**src/rtl/arb_pkg.sv**
```systemverilog
package arb_pkg;

    typedef enum logic [1:0] {
        CFG_SEL    = 2'd0,
        CFG_MINLIM = 2'd1,
        CFG_PERIOD = 2'd2,
        CFG_MINCMD = 2'd3
    } cfg_addr_e;

    function automatic int dflt_min_limit(int agent);
        return (agent < 3) ? 'h1f : 'h04;
    endfunction

    function automatic int dflt_period(int agent);
        return (agent >= 0) ? 'hff : 'hff;
    endfunction

    function automatic int dflt_min_cmd(int agent);
        return (agent == 1 || agent == 2) ? 'h10 : 'h04;
    endfunction

endpackage

```
**src/rtl/arb_cfg_regs.sv**
```systemverilog
module arb_cfg_regs #(
    parameter int NUM_AGENTS = 5,
    parameter int VAL_W      = 8,
    parameter int FIELD_W    = 8
) (
    input  logic                             clk,
    input  logic                             rst_n,
    input  logic                             cfg_we,
    input  logic [1:0]                       cfg_addr,
    input  logic [VAL_W-1:0]                 cfg_wdata,
    output logic [NUM_AGENTS-1:0][VAL_W-1:0] min_lim_o,
    output logic [NUM_AGENTS-1:0][VAL_W-1:0] period_o,
    output logic [NUM_AGENTS-1:0][VAL_W-1:0] min_cmd_o
);
    import arb_pkg::*;

    localparam int SHIFT = $clog2(FIELD_W);

    typedef struct packed {
        logic [VAL_W-1:0]                 sel;
        logic [NUM_AGENTS-1:0][VAL_W-1:0] min_lim;
        logic [NUM_AGENTS-1:0][VAL_W-1:0] period;
        logic [NUM_AGENTS-1:0][VAL_W-1:0] min_cmd;
    } cfg_t;

    cfg_t             st_d, st_q;
    logic [VAL_W-1:0] tgt;
    logic             tgt_ok;

    function automatic cfg_t reset_val();
        cfg_t r;
        r.sel = '0;
        for (int i = 0; i < NUM_AGENTS; i++) begin
            r.min_lim[i] = VAL_W'(dflt_min_limit(i));
            r.period[i]  = VAL_W'(dflt_period(i));
            r.min_cmd[i] = VAL_W'(dflt_min_cmd(i));
        end
        return r;
    endfunction

    assign tgt    = st_q.sel >> SHIFT;
    assign tgt_ok = (tgt < VAL_W'(NUM_AGENTS));

    always_comb begin
        st_d = st_q;
        if (cfg_we) begin
            case (cfg_addr_e'(cfg_addr))
                CFG_SEL: st_d.sel = cfg_wdata;
                CFG_MINLIM: begin
                    for (int i = 0; i < NUM_AGENTS; i++)
                        if (tgt_ok && tgt == VAL_W'(i)) st_d.min_lim[i] = cfg_wdata;
                end
                CFG_PERIOD: begin
                    for (int i = 0; i < NUM_AGENTS; i++)
                        if (tgt_ok && tgt == VAL_W'(i)) st_d.period[i] = cfg_wdata;
                end
                default: begin
                    for (int i = 0; i < NUM_AGENTS; i++)
                        if (tgt_ok && tgt == VAL_W'(i)) st_d.min_cmd[i] = cfg_wdata;
                end
            endcase
        end
    end

    always_ff @(posedge clk) begin
        if (!rst_n) st_q <= reset_val();
        else        st_q <= st_d;
    end

    assign min_lim_o = st_q.min_lim;
    assign period_o  = st_q.period;
    assign min_cmd_o = st_q.min_cmd;

    // value writes aimed beyond the last agent leave every slot untouched
    a_r9_out_of_range_ignored: assert property (@(posedge clk) disable iff (!rst_n)
        (cfg_we && cfg_addr != 2'(CFG_SEL) && (st_q.sel >> SHIFT) >= VAL_W'(NUM_AGENTS))
        |=> ($stable(min_lim_o) && $stable(period_o) && $stable(min_cmd_o)));

endmodule

```
**src/rtl/arb_deadline.sv**
```systemverilog
module arb_deadline #(
    parameter int VAL_W        = 8,
    parameter int PERIOD_SCALE = 4
) (
    input  logic             clk,
    input  logic             rst_n,
    input  logic             req,
    input  logic             granted,
    input  logic [VAL_W-1:0] period,
    output logic             urgent
);
    localparam int CNT_W = VAL_W + $clog2(PERIOD_SCALE);

    logic [CNT_W-1:0] cnt_d, cnt_q;
    logic [CNT_W-1:0] limit;

    assign limit = CNT_W'(period) * CNT_W'(PERIOD_SCALE);

    always_comb begin
        cnt_d = cnt_q;
        if (!req || granted)   cnt_d = '0;
        else if (cnt_q < limit) cnt_d = cnt_q + 1'b1;
    end

    always_ff @(posedge clk) begin
        if (!rst_n) cnt_q <= '0;
        else        cnt_q <= cnt_d;
    end

    assign urgent = req && !granted && (cnt_q >= limit);

endmodule

```
**src/rtl/arb_pick.sv**
```systemverilog
module arb_pick #(
    parameter int NUM_AGENTS = 5,
    parameter int IDX_W      = $clog2(NUM_AGENTS)
) (
    input  logic [NUM_AGENTS-1:0] req,
    input  logic [NUM_AGENTS-1:0] urgent,
    input  logic [IDX_W-1:0]      last,
    output logic                  pick_valid,
    output logic [IDX_W-1:0]      pick_idx
);
    logic             hit_urg, hit_any;
    logic [IDX_W-1:0] idx_urg, idx_any;

    always_comb begin
        hit_urg = 1'b0;
        hit_any = 1'b0;
        idx_urg = '0;
        idx_any = '0;
        for (int off = 1; off <= NUM_AGENTS; off++) begin
            int idx;
            idx = int'(last) + off;
            if (idx >= NUM_AGENTS) idx = idx - NUM_AGENTS;
            if (urgent[idx] && !hit_urg) begin
                hit_urg = 1'b1;
                idx_urg = IDX_W'(idx);
            end
            if (req[idx] && !hit_any) begin
                hit_any = 1'b1;
                idx_any = IDX_W'(idx);
            end
        end
        pick_valid = hit_any;
        pick_idx   = hit_urg ? idx_urg : idx_any;
    end

endmodule

```
**src/rtl/mem_port_arbiter.sv**
```systemverilog
module mem_port_arbiter #(
    parameter int NUM_AGENTS   = 5,
    parameter int VAL_W        = 8,
    parameter int FIELD_W      = 8,
    parameter int PERIOD_SCALE = 4
) (
    input  logic                  clk,
    input  logic                  rst_n,
    input  logic                  cfg_we,
    input  logic [1:0]            cfg_addr,
    input  logic [VAL_W-1:0]      cfg_wdata,
    input  logic [NUM_AGENTS-1:0] req_i,
    output logic [NUM_AGENTS-1:0] ready_o,
    output logic [NUM_AGENTS-1:0] grant_o,
    output logic                  mem_valid_o,
    input  logic                  mem_ready_i
);
    localparam int IDX_W = $clog2(NUM_AGENTS);

    typedef struct packed {
        logic [NUM_AGENTS-1:0] grant;
        logic [IDX_W-1:0]      owner;
        logic [IDX_W-1:0]      last;
        logic [VAL_W-1:0]      cmd;
        logic [VAL_W-1:0]      cyc;
    } arb_t;

    arb_t st_d, st_q;

    logic [NUM_AGENTS-1:0][VAL_W-1:0] min_lim_w, period_w, min_cmd_w;
    logic [NUM_AGENTS-1:0]            urgent_w;
    logic                             pick_valid;
    logic [IDX_W-1:0]                 pick_idx;
    logic                             owner_req, fire, quota_done, ceil_hit, arb_pt;

    arb_cfg_regs #(
        .NUM_AGENTS(NUM_AGENTS), .VAL_W(VAL_W), .FIELD_W(FIELD_W)
    ) u_cfg (
        .clk(clk), .rst_n(rst_n), .cfg_we(cfg_we), .cfg_addr(cfg_addr),
        .cfg_wdata(cfg_wdata), .min_lim_o(min_lim_w), .period_o(period_w),
        .min_cmd_o(min_cmd_w)
    );

    for (genvar g = 0; g < NUM_AGENTS; g++) begin : g_deadline
        arb_deadline #(
            .VAL_W(VAL_W), .PERIOD_SCALE(PERIOD_SCALE)
        ) u_dl (
            .clk(clk), .rst_n(rst_n), .req(req_i[g]), .granted(st_q.grant[g]),
            .period(period_w[g]), .urgent(urgent_w[g])
        );
    end

    arb_pick #(
        .NUM_AGENTS(NUM_AGENTS), .IDX_W(IDX_W)
    ) u_pick (
        .req(req_i), .urgent(urgent_w), .last(st_q.last),
        .pick_valid(pick_valid), .pick_idx(pick_idx)
    );

    assign owner_req  = |(req_i & st_q.grant);
    assign fire       = owner_req && mem_ready_i;
    assign quota_done = ({1'b0, st_q.cmd} + 1'b1) >= {1'b0, min_cmd_w[st_q.owner]};
    assign ceil_hit   = st_q.cyc >= min_lim_w[st_q.owner];
    assign arb_pt     = !owner_req || (fire && (quota_done || ceil_hit));

    always_comb begin
        st_d = st_q;
        if (st_q.grant != '0 && st_q.cyc != '1) st_d.cyc = st_q.cyc + 1'b1;
        if (fire) st_d.cmd = st_q.cmd + 1'b1;
        if (arb_pt) begin
            st_d.cmd = '0;
            st_d.cyc = '0;
            if (pick_valid) begin
                st_d.grant = NUM_AGENTS'(1) << pick_idx;
                st_d.owner = pick_idx;
                st_d.last  = pick_idx;
            end else begin
                st_d.grant = '0;
            end
        end
    end

    always_ff @(posedge clk) begin
        if (!rst_n) begin
            st_q       <= '0;
            st_q.last  <= IDX_W'(NUM_AGENTS - 1);
        end else begin
            st_q <= st_d;
        end
    end

    assign grant_o     = st_q.grant;
    assign ready_o     = st_q.grant & {NUM_AGENTS{mem_ready_i}};
    assign mem_valid_o = owner_req;

    // never more than one owner
    a_r4_onehot_grant: assert property (@(posedge clk) disable iff (!rst_n)
        $onehot0(grant_o));

    // a fresh grant lands only on an agent that was requesting
    a_r4_grant_to_requester: assert property (@(posedge clk) disable iff (!rst_n)
        (grant_o != '0 && grant_o != $past(grant_o)) |-> (($past(req_i) & grant_o) != '0));

    // ownership moves only after an accepted command or an idle cycle
    a_r3_move_at_handshake: assert property (@(posedge clk) disable iff (!rst_n)
        (grant_o != $past(grant_o)) |-> ($past(mem_valid_o && mem_ready_i) || !$past(mem_valid_o)));

    // an accepted command below quota and ceiling keeps the owner
    a_r5_hold_until_quota: assert property (@(posedge clk) disable iff (!rst_n)
        (mem_valid_o && mem_ready_i &&
         (({1'b0, st_q.cmd} + 1'b1) < {1'b0, min_cmd_w[st_q.owner]}) &&
         (st_q.cyc < min_lim_w[st_q.owner]))
        |=> (grant_o == $past(grant_o)));

endmodule

```
**config.mk**
```make
export PLATFORM = sky130hd
export DESIGN_NAME = mem_port_arbiter
export DESIGN_NICKNAME = d
export VERILOG_FILES = /design/src/rtl/arb_pkg.sv /design/src/rtl/arb_cfg_regs.sv /design/src/rtl/arb_deadline.sv /design/src/rtl/arb_pick.sv /design/src/rtl/mem_port_arbiter.sv
export SDC_FILE = /design/constraint.sdc
export NUM_CORES = 1
export LEC_CHECK = 0
export ABC_AREA = 1
export BUFFER_PORTS_ARGS = -buffer_cell sky130_fd_sc_hd__buf_2
export CAP_MARGIN = 40
export CORE_MARGIN = 2
export CORE_UTILIZATION = 40
export DETAILED_ROUTE_END_ITERATION = 8
export GPL_ROUTABILITY_DRIVEN = 1
export SETUP_SLACK_MARGIN = 0.05
export SYNTH_ARGS = -nofsm -noshare
export SYNTH_HDL_FRONTEND = slang
export SYNTH_SLANG_ARGS = --single-unit
```
**constraint.sdc**
```tcl
create_clock -name clk -period 7.2 [get_ports clk]
set_clock_uncertainty 0.15 [all_clocks]
set_input_delay 1.8 -clock clk [delete_from_list [all_inputs] [get_ports clk]]
set_output_delay 1.8 -clock clk [all_outputs]
set_load 0.01 [all_outputs]
```
Yosys cells after proc, flatten, opt, wreduce, memory -nomap -nowiden. Index checks and enable logic that the tools add are counted.

Register bits: 205. Input bits: 19. Output and inout bits: 11. Word-level logic and storage cells: 221.

Add/subtract/negate cells: 18. Magnitude comparators: 24. Equal/unequal tests: 7. Shifts and indexed selects: 1. Mux-type cells: 61. Bitwise operators: 4. Reduce and logical (&&, ||, !) cells: 80.

Operators by type and width (count): 32-bit by 4-bit greater-or-equal comparator with 1-bit output (second input constant) (5); 32-bit by 5-bit less-than comparator with 1-bit output (second input constant) (5); 32-bit 2-to-1 mux (5); 32-bit by 4-bit subtractor with 32-bit output (second input constant) (5); 10-bit by 1-bit adder with 10-bit output (second input constant) (5); 10-bit greater-or-equal comparator (5); 10-bit less-than comparator (5); 8-bit binary-select mux with 3-bit select (2); 3-bit AND reduction (15); 3-bit 2-to-1 mux (11); 1-bit binary-select mux with 3-bit select (10); 1-bit 2-to-1 mux (30); 1-bit logical AND (26); 1-bit logical NOT (19); 8-bit by 1-bit adder with 8-bit output (second input constant) (2); 8-bit 2-to-1 mux (2); 2-bit OR reduction (6); 5-bit bitwise AND (2); 5-bit by 2-bit equality test with 1-bit output (second input constant) (2); 8-bit by 1-bit adder with 9-bit output (second input constant) (1); 9-bit by 8-bit greater-or-equal comparator with 1-bit output (1); 3-bit by 2-bit adder with 4-bit output (second input constant) (2); 3-bit by 3-bit adder with 4-bit output (second input constant) (2); 8-bit greater-or-equal comparator (1); other kinds (18) (26).

Depth between registers and ports, before layout. Gate-level depths: netlist (run 1).

Depth after elaboration: 22. Depth in mapped cells: 27. Mapped depth without buffers: 24.

Hierarchy. Synthesis (run 1) repeated with hierarchy kept, for this count alone.

Cell total of the unflattened synthesis: 2090. Area, all modules: 13775.7 um^2.

Modules (own cells, without submodules): arb_cfg_regs (times used 1, cells an instance 787, area each 5910.7 um^2); arb_deadline (times used 5, cells an instance 131, area each 812.0 um^2); mem_port_arbiter (times used 1, cells an instance 365, area each 2367.3 um^2); arb_pick (times used 1, cells an instance 283, area each 1437.6 um^2).

Worst setup path after synthesis (run 1). Ideal clock, no wire load.

Path kind: input -> output. Start: input req_i[2]. End: output mem_valid_o. Data arrival time: 2.378 ns. Path slack: 2.872 ns. Cell stages on the path: 4. Path buffers: 0. Cells stage by stage: inv_1 -> o22ai_1 -> a221oi_1 -> o21ai_0.

Word-level cells in the longest chain between the ends: 2.

Ends and longest elaborated chain: start: declaration (RTL line mem_port_arbiter.sv:12) `input logic [NUM_AGENTS-1:0] req_i,`; 5-bit bitwise AND (RTL line mem_port_arbiter.sv:60) `assign owner_req = |(req_i & st_q.grant);`; 5-bit OR reduction (RTL line mem_port_arbiter.sv:60); end: declaration (RTL line mem_port_arbiter.sv:15) `output logic mem_valid_o,`.

Every way passes these cells.

Worst setup path in the final report (run 1). Same ends and word-level chain as after synthesis.

==> results.cfg, run 1 <==
[outcome]
status = finished, final reports clean

[hold_path]
holdCritPathClass = flop to flop

[clock_tree]
cts_buffer_depth = 2
ctsHoldBuffers = 0
htree_levels = 4
cts_tree = done
cts.sinks = 200
cts_setup_buffers = 0
numCtsBuffers = 17
cts_root_buf = clkbuf_16
clk_latency_ns = 0.45
clk_pin_slew_worst_paths_ns = 0.07
post_cts_resize_count = 0

[die]
die-area_sq_mm = 0.0297
io_pins = 30
placementRows = 61
die_x_microns = 172
die_h_microns = 172
start_util_pct = 40.7
core_area_sq_mm = 0.0279

[synthesis]
synth_warnings = 0
synth_seq_cells = 200
ys_seq_area_share_pct = 35.3
async_flop_share_pct = 0
syn_avg_cell_area_sq_um = 6.91
synthCells = 1640
synth_edf_count = 0
syn_nets = 1738
synth_area_sq_mm = 0.0113
synth_top_flop_cell = dfxtp_1
yosysUniqueCellTypes = 51

[pwr]
leakage_nw = 5.84
powerDensity_mw_per_mm2 = 328
ir_worst_vdd_v = 0.000158

[route]
avgRoutedWirePerCell_microns = 14.6
drt_iter0_drc = 844
drc_errors = 0
wl_microns = 29700
avgViaCountPerCell = 5.18
first_pass_iters = 6
ant_nets = 0
vias = 10500

[placed_design]
placed_cell_area_sq_mm = 0.0118
dp_cells = 1998
gp_congestion = 0.948
port_buffers = 29
dp_slack_ns = 2.47
hpwlAfterDp_microns = 20800

[critical_path]
cp_data_required_time_ns = 5.25
crit_path_start_kind = input pin
end_kind = output pin
crit_arrival_ns = 2.78
cp_max_fo = 5
critPathKind = input pin to output pin

[timing]
slew_headroom_pct = 39.4
timing.hold.ws_ns = 0.304
tightest_slew_ns = 0.905
setup_tns_ns = 0
setup_slack_ns = 2.47
hold_viol = 0
max_freq_mhz = 211
rsz0062_at_grt = false
fin_crit_ns = 4.73
period_share_pct = 65.7
final_max_slew_viol_count = 0
finalSetupViolCount = 0

[final_layout]
stdcell_count = 2030
drive_gt1_share_pct = 6.90
insertedDiodeCount = 0
syn2layout_area_growth_pct = 8.69
fin_area_sq_mm = 0.0123
fin_nets = 1737

[global_routing]
grt_usage_pct = 20.7
grt_max_degree = 76
grt-ovfl-total = 0
grt_pass1_wl_microns = 49100
antenna_found_initial = 0
grt_pass1_vias = 9652

[job]
maxCapViolCount = 0
[final timing paths]
check                                                       from                          endpoint  slack (ns)  cells after the start
worst max-delay path                                    req_i[2]                       mem_valid_o        2.47                      6
worst min register to register  u_cfg.min_lim_o[22]$_SDFFE_PN0P_  u_cfg.min_lim_o[22]$_SDFFE_PN0P_        0.30                      2
worst min-delay path            u_cfg.min_lim_o[22]$_SDFFE_PN0P_  u_cfg.min_lim_o[22]$_SDFFE_PN0P_        0.30                      2
worst max register to register             st_q[20]$_SDFFE_PN0P_           grant_o[0]$_SDFFE_PN0P_        2.85                     22
[critical path, cell delays in order]
cell and delay [ns]:
buf_2 0.11, inv_1 0.14, o22ai_1 0.09, a221oi_1 0.23, o21ai_0 0.21, buf_2 0.19
[power breakdown]
group / internal (mW) / switching, mW
clock network: 0.488 / 0.471
registers: 1.14 / 0.0487
logic: 0.580 / 1.31
total: 2.21 / 1.83
[cell usage in the layout, fill, tap and decap left out, types with 7 or more instances in the layout]
master	Yosys	routed
nand4_1	20	20
nor3_1	24	24
o22ai_1	11	11
ha_1	78	78
o21a_1	9	9
nand2_2	14	14
xor2_1	14	14
inv_2	7	7
buf_2	2	28
nor2_1	240	240
inv_1	210	210
nand2_1	309	309
o21ai_0	133	133
clkbuf_16	0	17
a21oi_1	73	73
dfxtp_1	200	199
a22oi_1	8	8
nand3_1	123	123
o211ai_1	41	41
[Yosys cell counts (5+ instances only)]
cell type | count | area, sq um
ha_1 | 78 | 976
nand2_2 | 14 | 87.6
inv_1 | 210 | 788
o21ai_0 | 133 | 666
clkbuf_1 | 38 | 143
nand2_1 | 309 | 1160
nor3_1 | 24 | 120
a32o_1 | 6 | 60.1
o211ai_1 | 41 | 308
nor2_1 | 240 | 901
nor2_2 | 5 | 31.3
o22ai_1 | 11 | 68.8
nor3b_1 | 6 | 45.0
nand3_1 | 123 | 616
nand4_1 | 20 | 125
a21oi_1 | 73 | 365
o21a_1 | 9 | 67.6
a22oi_1 | 8 | 60.1
dfxtp_1 | 200 | 4000
xor2_1 | 14 | 123
a211oi_1 | 6 | 45.0
buf_4 | 6 | 45.0
inv_2 | 7 | 26.3
[routing by layer]
| layer | track usage (%) | share of wire, % |
|---|---|---|
| met1 | 29.2 | 49 |
| met2 | 32.9 | 44 |
| met3 | 3.48 | 5.7 |
| met4 | 5.33 | 1.4 |
| met5 | 0 | 0 |
[sequential cells by signal (all words and copies together) (netlist names)]
| register | flops |
|---|---|
| u_cfg.min_lim_o | 40 |
| u_cfg.period_o | 40 |
| st_q | 20 |
| u_cfg.st_q | 5 |
| u_cfg.min_cmd_o | 40 |
| grant_o | 5 |
| g_deadline.u_dl.cnt_q | 50 |
[kinds of logic after synthesis]
| kind of cell | synth area share [%] |
|---|---|
| AOI/OAI and AO/OA | 16.0 |
| DFF | 35.3 |
| and+or+nand+nor | 29.1 |
| buffers and inverters | 9.46 |
| adders and majority gates | 8.78 |
| xor gates and xnor gates | 1.38 |
[layout make-up]
cell class | instances | area [sq um]
clock inverters | 14 | 134
well taps | 378 | 473
multi-input cells | 1167 | 6260
fillers | 2865 | 15500
inverters | 221 | 830
flip-flops and latches | 200 | 4010
repair buffers | 32 | 190
clock buffers | 18 | 429
[metrics by stage]
stage / util [%] / total power, mW
after floorplan: - / 2.64
after global placement: 42.1 / 3.05
after detailed placement: 42.2 / 3.07
after CTS: 44.2 / 4.04
after global routing: 44.2 / 4.35
final: 44.2 / 4.04
Note: power is estimated with default switching activity, not from simulation.
==> inputs of run 2 (changes only) <==
==> constraint.sdc (replaced) <==
create_clock -name clk -period 4.8 [get_ports clk]
set_clock_uncertainty 0.15 [all_clocks]
set_input_delay 1.2 -clock clk [delete_from_list [all_inputs] [get_ports clk]]
set_output_delay 1.2 -clock clk [all_outputs]
set_load 0.01 [all_outputs]
==> results.cfg, run 2 (synthesis gave the netlist of run 1 again) <==
[timing]
setup_tns_ns = 0
fin_crit_ns = 3.83
timing.hold.ws_ns = 0.303
slew_headroom_pct = 39.2
tightest_slew_ns = 0.908
period_share_pct = 79.8
setup_slack_ns = 0.969
finalSetupViolCount = 0
hold_viol = 0
max_freq_mhz = 261
rsz0062_at_grt = false
final_max_slew_viol_count = 0

[placed_design]
placed_cell_area_sq_mm = 0.0118
gp_congestion = 0.981
port_buffers = 29
hpwlAfterDp_microns = 20600
dp_slack_ns = 0.979

[global_routing]
grt_max_degree = 72
grt-ovfl-total = 0
grt_pass1_vias = 9441
grt_usage_pct = 20.0
antenna_found_initial = 0
grt_pass1_wl_microns = 47600

[critical_path]
end_kind = flop
cp_max_fo = 35
startpoint = st_q[19]$_SDFFE_PN0P_
critPathCapture = st_q[21]$_SDFFE_PN0P_
rrSetupSlack_ns = 0.97
r2r_start = st_q[19]$_SDFFE_PN0P_
cp_data_required_time_ns = 4.99
r2r-end = st_q[21]$_SDFFE_PN0P_
r2r_cells = 22
crit_arrival_ns = 4.02
critPathKind = flop to flop
crit_path_start_kind = flop

[die]
start_util_pct = 40.7
die_x_microns = 172
placementRows = 61
die_h_microns = 172
die-area_sq_mm = 0.0297
io_pins = 30
core_area_sq_mm = 0.0279

[final_layout]
num-fill-cells = 2884
fin_area_sq_mm = 0.0123
fin_nets = 1739
final_common_cell = nand2_1
syn2layout_area_growth_pct = 8.90
top_register = g_deadline.u_dl.cnt_q
largest_reg_flops = 50
mostFrequentLayoutCells = nand2_1, nor2_1, inv_1
final_util_pct = 44.3
insertedDiodeCount = 0
drive_gt1_share_pct = 7.02

[clock_tree]
cts_tree = done
clk_pin_slew_worst_paths_ns = 0.07
ctsHoldBuffers = 0
cts_setup_buffers = 0
clk_latency_ns = 0.45
cts.sinks = 200
numCtsBuffers = 17
post_cts_resize_count = 0
htree_levels = 4
cts_buffer_depth = 2
cts_root_buf = clkbuf_16

[route]
avgViaCountPerCell = 5.05
drt_iter0_drc = 629
avgRoutedWirePerCell_microns = 14.1
wl_microns = 28700
ant_nets = 0
vias = 10300
drc_errors = 0
first_pass_iters = 6

[outcome]
status = finished, final reports clean

[pwr]
powerDensity_mw_per_mm2 = 484
leakage_nw = 5.85
ir_worst_vdd_v = 0.000296

[job]
maxCapViolCount = 0

[hold_path]
holdCritPathClass = flop to flop
whs_path_depth = 2
[run 2: cell count changes in the layout (fill, tap and decap cells not counted), sizes merged]
cell    delta
inv        -3
buf        +2
clkinv     +2
[run 2: worst max-delay path: stages, from the launching register on]
cell	delay [ns]
dfxtp_2	0.44
inv_2	0.50
ha_1	0.24
inv_1	0.06
fa_1	0.38
inv_1	0.12
nand2_2	0.10
o21ai_2	0.31
nor2_1	0.09
inv_1	0.10
nor2_2	0.05
nand2_1	0.08
nand2_1	0.12
nor2_4	0.18
nand2_2	0.08
inv_2	0.08
nand2_2	0.07
o21ai_4	0.22
inv_2	0.10
nand2_2	0.10
o21ai_2	0.05
nand2_1	0.07
inv_1	0.04
[run 2: stage by stage]
stage               std cells  power [mW]
finish                   2031        5.97
global route             2031        6.42
CTS                      2031        5.97
detailed placement       2000        4.54
global placement         2000        4.53
floorplan                1640        3.95
[run 2: layout make-up]
class | count | area, sq um | share of cell area (%)
Clock inverter | 13 | 140 | 1.14
Tap cell | 378 | 473 | 3.83
Multi-Input combinational cell | 1167 | 6260 | 50.7
Sequential cell | 200 | 4010 | 32.4
Clock buffer | 18 | 439 | 3.56
Timing Repair Buffer | 34 | 198 | 1.60
Inverter | 221 | 830 | 6.72
[run 2: where the power goes]
| part | total [mW] | internal (mW) | switching, mW | leakage [nW] |
|---|---|---|---|---|
| clock network | 1.43 | 0.745 | 0.683 | 0.288 |
| logic | 2.75 | 0.865 | 1.89 | 3.94 |
| registers | 1.79 | 1.72 | 0.0747 | 1.62 |
[run 2: metal layers]
layer | wire (microns) | up-vias | track usage (%)
li1 | - | 5365 | -
met1 | 14400 | 4686 | 27.7
met2 | 12900 | 182 | 32.6
met3 | 1110 | 27 | 2.93
met4 | 350 | 0 | 5.04
met5 | 0 | - | 0
[run 2: how the worst min path moves through the flow]
stage                                             to                             start
finish              u_cfg.min_lim_o[22]$_SDFFE_PN0P_  u_cfg.min_lim_o[22]$_SDFFE_PN0P_
global route        u_cfg.min_cmd_o[12]$_SDFFE_PN1P_  u_cfg.min_cmd_o[12]$_SDFFE_PN1P_
CTS                 u_cfg.min_lim_o[22]$_SDFFE_PN0P_  u_cfg.min_lim_o[22]$_SDFFE_PN0P_
detailed placement  u_cfg.min_lim_o[22]$_SDFFE_PN0P_  u_cfg.min_lim_o[22]$_SDFFE_PN0P_
global placement    u_cfg.min_lim_o[22]$_SDFFE_PN0P_  u_cfg.min_lim_o[22]$_SDFFE_PN0P_
floorplan           u_cfg.min_cmd_o[20]$_SDFFE_PN1P_  u_cfg.min_cmd_o[20]$_SDFFE_PN1P_
==> inputs of run 3 (changes only) <==
--- a/config.mk
+++ b/config.mk
@@ -5,7 +5,7 @@
 export SDC_FILE = /design/constraint.sdc
 export NUM_CORES = 1
 export LEC_CHECK = 0
-export ABC_AREA = 1
+export ABC_AREA = 0
 export BUFFER_PORTS_ARGS = -buffer_cell sky130_fd_sc_hd__buf_2
 export CAP_MARGIN = 40
 export CORE_MARGIN = 2
==> constraint.sdc (replaced) <==
create_clock -name clk -period 3.35 [get_ports clk]
set_clock_uncertainty 0.15 [all_clocks]
set_input_delay 0.8375 -clock clk [delete_from_list [all_inputs] [get_ports clk]]
set_output_delay 0.8375 -clock clk [all_outputs]
set_load 0.01 [all_outputs]
==> results.cfg, run 3 <==
[clock_tree]
clk_latency_ns = 0.44
ctsHoldBuffers = 0
cts.sinks = 200
numCtsBuffers = 17
clk_pin_slew_worst_paths_ns = 0.08
cts_buffer_depth = 2
cts_root_buf = clkbuf_16
cts_tree = done
htree_levels = 4

[critical_path]
crit_path_start_kind = flop
r2r_cells = 13
end_kind = flop
cp_data_required_time_ns = 3.55
cp_max_fo = 10
critPathKind = flop to flop
crit_arrival_ns = 3.62

[synthesis]
synthCells = 1336
synth_warnings = 0
synthTopCellsByArea = dfxtp_1, mux2i_1, ha_1
syn_nets = 1434
synth_edf_count = 0
async_flop_share_pct = 0
synth.most_common_cell = dfxtp_1
yosysUniqueCellTypes = 90
ys_seq_area_share_pct = 34.2
netlist.area_leader.share_pct = 34.2
yosys-top-cells-count = dfxtp_1, nor2_1, mux2i_1
synth_area_sq_mm = 0.0117
synth_seq_cells = 200
syn_avg_cell_area_sq_um = 8.76
yosysTopAreaCell = dfxtp_1
synth_top_flop_cell = dfxtp_1

[die]
core_area_sq_mm = 0.0288
start_util_pct = 40.6
die-area_sq_mm = 0.0306
die_x_microns = 175
io_pins = 30
placementRows = 62
die_h_microns = 175

[route]
drt_iter0_drc = 579
avgViaCountPerCell = 5.32
wl_microns = 31600
ant_nets = 0
avgRoutedWirePerCell_microns = 17.1
first_pass_iters = 5
drc_errors = 0
vias = 9849

[pwr]
ir_worst_vdd_v = 0.000426
powerDensity_mw_per_mm2 = 726
leakage_nw = 6.29

[placed_design]
port_buffers = 29
gp_congestion = 0.911
hpwlAfterDp_microns = 22800
placed_cell_area_sq_mm = 0.0131

[timing]
finalSetupViolCount = 3
hold_viol = 0
max_freq_mhz = 292
fin_crit_ns = 3.42
slew_headroom_pct = 42.0
rsz0062_at_grt = true
setup_slack_ns = -0.0719
final_max_slew_viol_count = 0
tightest_slew_ns = 0.868
period_share_pct = 102

[final_layout]
syn2layout_area_growth_pct = 21.0
num-fill-cells = 2730
insertedDiodeCount = 0
largest_reg_flops = 50
final_common_cell = dfxtp_1
fin_nets = 1551
mostFrequentLayoutCells = dfxtp_1, nor2_1, mux2i_1
final_util_pct = 49.2
drive_gt1_share_pct = 21.5
fin_area_sq_mm = 0.0142
top_register = g_deadline.u_dl.cnt_q

[outcome]
status = finished, violations left
violations = setup timing

[global_routing]
grt_max_degree = 64
grt_pass1_wl_microns = 51000
grt_pass1_vias = 9680
grt_usage_pct = 20.9
grt-ovfl-total = 0
antenna_found_initial = 0

[hold_path]
holdCritPathClass = flop to flop
whs_path_depth = 2

[job]
maxCapViolCount = 0
[run 3: cell count changes after synthesis, sizes merged, moves of 14 or more]
cell,before,now
nand2b,0,15
nor2,250,173
and3,0,16
o21ai,140,46
mux2i,0,138
xnor2,3,38
nand2,326,135
inv,217,74
o211ai,41,22
nor2b,0,14
xor2,14,32
nand3,127,31
a21oi,74,42
[run 3: worst paths after layout]
path / slack (ns) / endpoint / from
setup / recovery: -0.07 / grant_o[2]$_SDFFE_PN0P_ / st_q[19]$_SDFFE_PN0P_
hold / removal: 0.33 / u_cfg.min_lim_o[26]$_SDFFE_PN1P_ / u_cfg.min_lim_o[26]$_SDFFE_PN1P_
setup reg to reg: -0.07 / grant_o[2]$_SDFFE_PN0P_ / st_q[19]$_SDFFE_PN0P_
hold reg to reg: 0.33 / u_cfg.min_lim_o[26]$_SDFFE_PN1P_ / u_cfg.min_lim_o[26]$_SDFFE_PN1P_
[run 3: final cells by class]
cell class	count	area, sq um	share of cell area (%)
Inverter	75	287	2.02
Clock inverter	14	164	1.16
Clock buffer	18	429	3.03
Tap cell	384	480	3.39
Sequential cell	200	4010	28.3
Timing Repair Buffer	164	1320	9.32
Multi-Input combinational cell	995	7470	52.7
[run 3: what timing repair did]
action / CTS / global route
buffers inserted: 3 / 3
gates resized for setup: 35 / 66
endpoints found under the hold margin: 0 / 0
pin swaps: 14 / 21
cloned: 1 / 1
setup endpoints to repair: 9 / 25
[run 3: stage by stage]
| stage | total power [mW] | instances | setup WS (ns) | TNS, ns | hold WS, ns |
|---|---|---|---|---|---|
| finish | 10.3 | 1850 | -0.0719 | -0.109 | 0.326 |
| global route | 10.8 | 1850 | -0.210 | -2.36 | 0.353 |
| global placement | 7.56 | 1810 | -0.0759 | -0.266 | 0.302 |
| detailed placement | 7.55 | 1810 | -0.196 | -0.986 | 0.311 |
| floorplan | 5.71 | 1336 | -0.0998 | -0.820 | 0.286 |
| CTS | 9.95 | 1846 | -0.0499 | -0.168 | 0.328 |
[run 3: power breakdown]
| group | switching [mW] | total, mW | leakage (nW) | internal, mW |
|---|---|---|---|---|
| combinational | 2.92 | 5.65 | 4.39 | 2.73 |
| clock | 0.979 | 2.10 | 0.281 | 1.12 |
| sequential | 0.0826 | 2.53 | 1.62 | 2.45 |
| total | 3.98 | 10.3 | 6.29 | 6.30 |
[run 3: metal layers]
layer	vias to the layer above	share of wire, %	GRT usage, %
met3	32	3.7	2.92
met1	4713	49	29.0
met2	181	46	33.8
met5	-	0	0
li1	4923	-	-
met4	0	1.7	6.11
[run 3: cell families (layout without fill, tap and decap cells)]
| group | after synthesis | count (layout) | share of synthesized area [%] |
|---|---|---|---|
| AO/OA/AOI/OAI | 221 | 221 | 13.6 |
| AND/OR/NAND/NOR | 471 | 471 | 18.8 |
| adder cells (fa/ha/maj) | 79 | 79 | 8.51 |
| flip-flops | 200 | 200 | 34.2 |
| buffers and inverters | 141 | 271 | 5.19 |
| multiplexers | 154 | 154 | 14.4 |
| XOR/XNOR | 70 | 70 | 5.24 |
[run 3: critical path: stages (launching register included)]
cell       delay, ns
dfxtp_4         0.40
ha_1            0.26
buf_4           0.21
nand2b_1        0.15
buf_4           0.16
o21ai_0         0.30
o21a_1          0.20
o211ai_2        0.17
a31oi_1         0.22
o31ai_2         0.10
o2bb2ai_1       0.14
mux2_4          0.28
mux2_4          0.28
o41ai_2         0.30
